`src/rtl/pmp_dec_pkg.sv`:
```
package pmp_dec_pkg;

  typedef enum logic [1:0] {
    MODE_OFF   = 2'd0,
    MODE_TOR   = 2'd1,
    MODE_NA4   = 2'd2,
    MODE_NAPOT = 2'd3
  } region_mode_e;

endpackage

```
`src/rtl/pmp_tor_range.sv`:
```
module pmp_tor_range #(
  parameter int ADDR_W = 34
) (
  input  logic [ADDR_W-1:0] lo_reg_i,
  input  logic [ADDR_W-1:0] hi_reg_i,
  output logic [ADDR_W-1:0] start_o,
  output logic [ADDR_W-1:0] end_o
);
  logic [ADDR_W-1:0] lo_byte, hi_byte, hi_last;

  assign lo_byte = lo_reg_i << 2;
  assign hi_byte = hi_reg_i << 2;
  assign hi_last = hi_byte - ADDR_W'(1);

  always_comb begin
    if (lo_byte > hi_last) begin
      start_o = '0;
      end_o   = '0;
    end else begin
      start_o = lo_byte;
      end_o   = hi_last;
    end
  end
endmodule

```
`src/rtl/pmp_na4_range.sv`:
```
module pmp_na4_range #(
  parameter int ADDR_W = 34
) (
  input  logic [ADDR_W-1:0] reg_i,
  output logic [ADDR_W-1:0] start_o,
  output logic [ADDR_W-1:0] end_o
);
  logic [ADDR_W-1:0] base;

  assign base    = reg_i << 2;
  assign start_o = base;
  assign end_o   = base + ADDR_W'(3);
endmodule

```
`src/rtl/pmp_napot_range.sv`:
```
module pmp_napot_range #(
  parameter int ADDR_W = 34
) (
  input  logic [ADDR_W-1:0] reg_i,
  output logic [ADDR_W-1:0] start_o,
  output logic [ADDR_W-1:0] end_o
);
  logic [ADDR_W-1:0] filled, bumped;

  // low ones of filled mark the size; incrementing flips them into one carry bit
  assign filled  = (reg_i << 2) | ADDR_W'(3);
  assign bumped  = filled + ADDR_W'(1);
  assign start_o = filled & bumped;
  assign end_o   = filled | bumped;
endmodule

```
`src/rtl/pmp_region_decoder.sv`:
```
module pmp_region_decoder
  import pmp_dec_pkg::*;
#(
  parameter int ADDR_W   = 34,
  parameter bit IS_FIRST = 1'b0
) (
  input  logic [1:0]        region_mode_i,
  input  logic [ADDR_W-1:0] cur_addr_i,
  input  logic [ADDR_W-1:0] prev_addr_i,
  output logic [ADDR_W-1:0] start_o,
  output logic [ADDR_W-1:0] end_o
);
  localparam logic [ADDR_W-1:0] ALL_ONES = {ADDR_W{1'b1}};

  region_mode_e      mode;
  logic [ADDR_W-1:0] lo_reg;
  logic [ADDR_W-1:0] tor_s, tor_e, na4_s, na4_e, pot_s, pot_e;

  assign mode = region_mode_e'(region_mode_i);

  generate
    if (IS_FIRST) begin : g_first
      assign lo_reg = prev_addr_i & {ADDR_W{1'b0}};
    end else begin : g_chain
      assign lo_reg = prev_addr_i;
    end
  endgenerate

  pmp_tor_range #(.ADDR_W(ADDR_W)) u_tor (
    .lo_reg_i(lo_reg), .hi_reg_i(cur_addr_i), .start_o(tor_s), .end_o(tor_e)
  );

  pmp_na4_range #(.ADDR_W(ADDR_W)) u_na4 (
    .reg_i(cur_addr_i), .start_o(na4_s), .end_o(na4_e)
  );

  pmp_napot_range #(.ADDR_W(ADDR_W)) u_pot (
    .reg_i(cur_addr_i), .start_o(pot_s), .end_o(pot_e)
  );

  always_comb begin
    unique case (mode)
      MODE_TOR:   begin start_o = tor_s; end_o = tor_e; end
      MODE_NA4:   begin start_o = na4_s; end_o = na4_e; end
      MODE_NAPOT: begin start_o = pot_s; end_o = pot_e; end
      default:    begin start_o = '0;    end_o = ALL_ONES; end
    endcase
  end
endmodule

```
`config.mk`:
```
export PLATFORM = sky130hd
export DESIGN_NAME = pmp_region_decoder
export DESIGN_NICKNAME = d
export VERILOG_FILES = /design/src/rtl/pmp_dec_pkg.sv /design/src/rtl/pmp_tor_range.sv /design/src/rtl/pmp_na4_range.sv /design/src/rtl/pmp_napot_range.sv /design/src/rtl/pmp_region_decoder.sv
export SDC_FILE = /design/constraint.sdc
export NUM_CORES = 1
export LEC_CHECK = 0
export BUFFER_PORTS_ARGS = -buffer_cell sky130_fd_sc_hd__buf_2
export CORE_ASPECT_RATIO = 1.25
export CORE_MARGIN = 4
export CORE_UTILIZATION = 44
export DETAILED_ROUTE_END_ITERATION = 8
export PLACE_DENSITY = 0.93
export SLEW_MARGIN = 40
export SYNTH_ARGS = -nofsm -noshare
export SYNTH_HDL_FRONTEND = slang
export SYNTH_SLANG_ARGS = --single-unit
export TNS_END_PERCENT = 20
```
`constraint.sdc`:
```
create_clock -name vclk -period 8.3
set_input_delay 2.49 -clock vclk [all_inputs]
set_output_delay 2.49 -clock vclk [all_outputs]
set_load 0.005 [all_outputs]
```
==> results.md <==
Setup path:
- The kind of end point of the critical path is a primary output.
- The type of origin of the critical path is an input pin.
- The cell family contributing the most delay on the critical path is simple AND/OR/NAND/NOR gates.
- The signal on the critical path passes through buf_6 -> or4_4 -> or4_4 -> nand4b_4 -> nor3_2 -> xnor2_1 -> ha_1 -> nand4_1 -> nor2_2 -> a221oi_4 -> o2111ai_2 -> buf_4 -> nor3_4 -> buf_6 -> buf_6 -> a22o_1 -> buf_2.
- The kind of critical path is in -> out.
- The number of buffer and inverter stages on the critical path is 5.
- Tracing the worst setup path back leads to its startpoint at cur_addr_i[20].
- The logic depth of the worst setup path including buffers is 17.
- For this design, the slowest cell found on the critical path is or4_4.
- Data on the critical path is required at its endpoint by between 5 and 6 ns.
- The most frequent cell on the critical path is buf_6.
- The largest fanout of any net on the critical path is 5.
- The worst stage delay on the critical path is around 0.53 ns.
- The data arrival time at the worst-slack endpoint is approximately 6.3 ns.

Job:
- The number of violations of the max-capacitance limit is 0.

Place:
- The post-detailed-placement cell area is between 0.003 and 0.004 mm^2.
- The worst setup slack before clock tree synthesis is -0.534 ns.
- The post-DP HPWL is between 8 and 9 mm.
- The final weighted congestion in routability-driven placement is ~0.94.
- The count of buffers added on input and output ports is around 130.

Timing:
- The count of final hold-check violations was 0.
- The maximum frequency from static timing analysis is about 110 MHz.
- The post-route fraction of the period consumed by the critical path is 106%.
- The slew at the pin with the worst max-slew slack is approximately 0.84 ns.
- Setup repair after global routing could not meet its margin everywhere.
- The worst slew margin relative to its limit is between 40 and 50%.
- The count of endpoints failing setup in the final report is 66.
- The number of pins with negative max-slew slack in the final report is 0.
- Once routing completed, OpenROAD measured the worst setup slack at -0.497 ns.
- The final period demand of the worst path is 8.80 ns.

Pwr:
- The overall power after layout is about 0.22 mW.
- Across the VDD grid, the largest voltage drop is between 0.03 and 0.04 mV.
- For this design the static power due to leakage is 1.99 nW.
- In this run the power density over the cells is around 53 mW/mm^2.

Status:
- The run finished, with violations left.
- The final reports fail on negative setup slack.

Yosys:
- The sequential share of the synthesized area is 0%.
- After synthesis the cells add up to around 0.0026 mm^2.
- For this run, the number of Yosys warnings is 0.
- The number of different library cells used by synthesis comes to between 50 and 60.
- The number of instances in the synthesized netlist is between 300 and 400.
- Averaged over all synthesized cells, the footprint is 6.75 um^2.

Die:
- The die outline width is slightly below 80 um.
- The core region is 0.00578 mm^2.
- The vertical extent of the die is approximately 94 um.
- The die footprint is around 0.0072 mm^2.
- The initial utilization of the core area, before any placement, comes to a little under half.
- In this run the count of I/O pins placed on the die edge is ~140.
- The number of standard-cell rows in the floorplan is 31.

Layout:
- The antenna cell count is 0.
- The area growth from synthesis to layout is 59.5%.
- The number of inserted filler cells in the final layout is ~410.
- In the final layout, the multi-input gates occupy 0.00256 mm^2.
- The number of nets in the final layout is 683.
- The count of clock buffers in the final design is 0.
- The final layout contains a sequential cell count of 0.
- The cell area after layout is approximately 0.0042 mm^2.
- The share of final-layout standard cells stronger than drive strength 1 is between 40 and 50%.
- In the layout the commonest cells are 128 x buf_2, 85 x buf_4, 37 x nor2_1.
- The leading cell type in the layout, fill and taps excluded is buf_2.
- Registers take 0 um^2.

Routing:
- The mean number of vias per cell is ~6.4.
- After the first detailed-routing iteration, the DRC count stood at 456.
- The post-detailed-routing wire length is ~12 mm.
- The detailed router placed 4095 vias in this run.
- The DRC violations left is 0.
- The remaining antenna violation count is 0.
- The number of iterations in the first detailed-routing pass is 5.
- The average routed wire per standard cell is approximately 18 um.

Worst hold path:
- The worst hold path begins at prev_addr_i[28].
- The worst min-delay path class is in -> out.
- The depth of the worst hold-timing path is 3.

Global routing:
- For this run the aggregate overflow at the end of global routing stands at 0.
- The first-pass GRT wire length is 17.7 mm.
- The largest net degree at the start of global routing is 37.
- The number of antenna violations at the first check in global routing was 0.
- The number of global-route vias before repair was 3950.
- The total global routing track utilization is 29.0%.
==> layout make-up <==
class              instances  area share (%)
multi-input cells        326            61.5
repair buffers           227            34.5
inverters                 23            2.07
well taps                 66            1.98
==> where the power goes <==
group          internal [mW]  switching [mW]  total, mW
logic                  0.108           0.112      0.220
clock network              0               0          0
registers                  0               0          0
total                  0.108           0.112      0.220
==> cells in the mapped netlist (all sizes together) (3+ instances only) <==
master	instances	area share, %
a211oi	19	5.8
a21o	3	0.86
a21oi	16	3.1
a221oi	9	3.3
a22o	9	3.0
a32o	13	5.0
buf	8	2.1
clkbuf	31	4.5
ha	35	17
inv	23	3.3
nand2	34	5.2
nand3	15	2.9
nand4	13	3.1
nor2	38	5.5
nor2b	3	0.72
nor3	24	5.2
nor4	8	2.7
o21ai	10	1.9
o2bb2ai	7	2.3
o31a	3	1.0
or3	3	0.72
or4	5	1.9
xnor2	24	8.0
xor2	3	1.0
==> cells by family after synthesis <==
kind of cell,share of synthesized area [%]
AND/OR/NAND/NOR,31.1
AO/OA/AOI/OAI,32.7
buffers and inverters,9.86
adder cells (fa/ha/maj),16.8
XOR/XNOR,9.05
multiplexers,0.383
other,0.143
==> worst paths after layout <==
check	slack, ns	endpoint
hold / removal	5.28	start_o[30]
setup / recovery	-0.50	start_o[18]
==> what timing repair did <==
| item | 4_1_cts | 5_1_grt |
|---|---|---|
| buffers inserted | 20 | 3 |
| cloned | 1 | 0 |
| pin swaps | 8 | 17 |
| hold buffers | 0 | 0 |
| gates resized for setup | 25 | 21 |
| endpoints found under the setup margin | 66 | 66 |
==> layer usage <==
layer  part of all wire, %  GRT usage [%]
met5                     0              0
met4                   6.1           16.5
met3                   8.5           3.45
met2                    49           53.5
met1                    36           32.0
==> worst min-delay path: stages <==
cell and delay, ns:
buf_2 0.10, a2bb2o_4 0.12, buf_6 0.08
==> stage by stage <==
| stage | hold slack, ns | setup TNS, ns | utilization [%] | cells |
|---|---|---|---|---|
| CTS | 5.28 | -16.52 | 70.3 | 641 |
| global route | 5.29 | -34.89 | 72.1 | 642 |
| floorplan | 5.08 | 0 | - | 388 |
| detailed placement | 5.28 | -27.37 | 65.6 | 620 |
| global placement | 5.28 | -25.51 | 65.6 | 620 |
| finish | 5.28 | -26.35 | 72.1 | 642 |
Note: power is estimated with default switching activity, not from simulation.
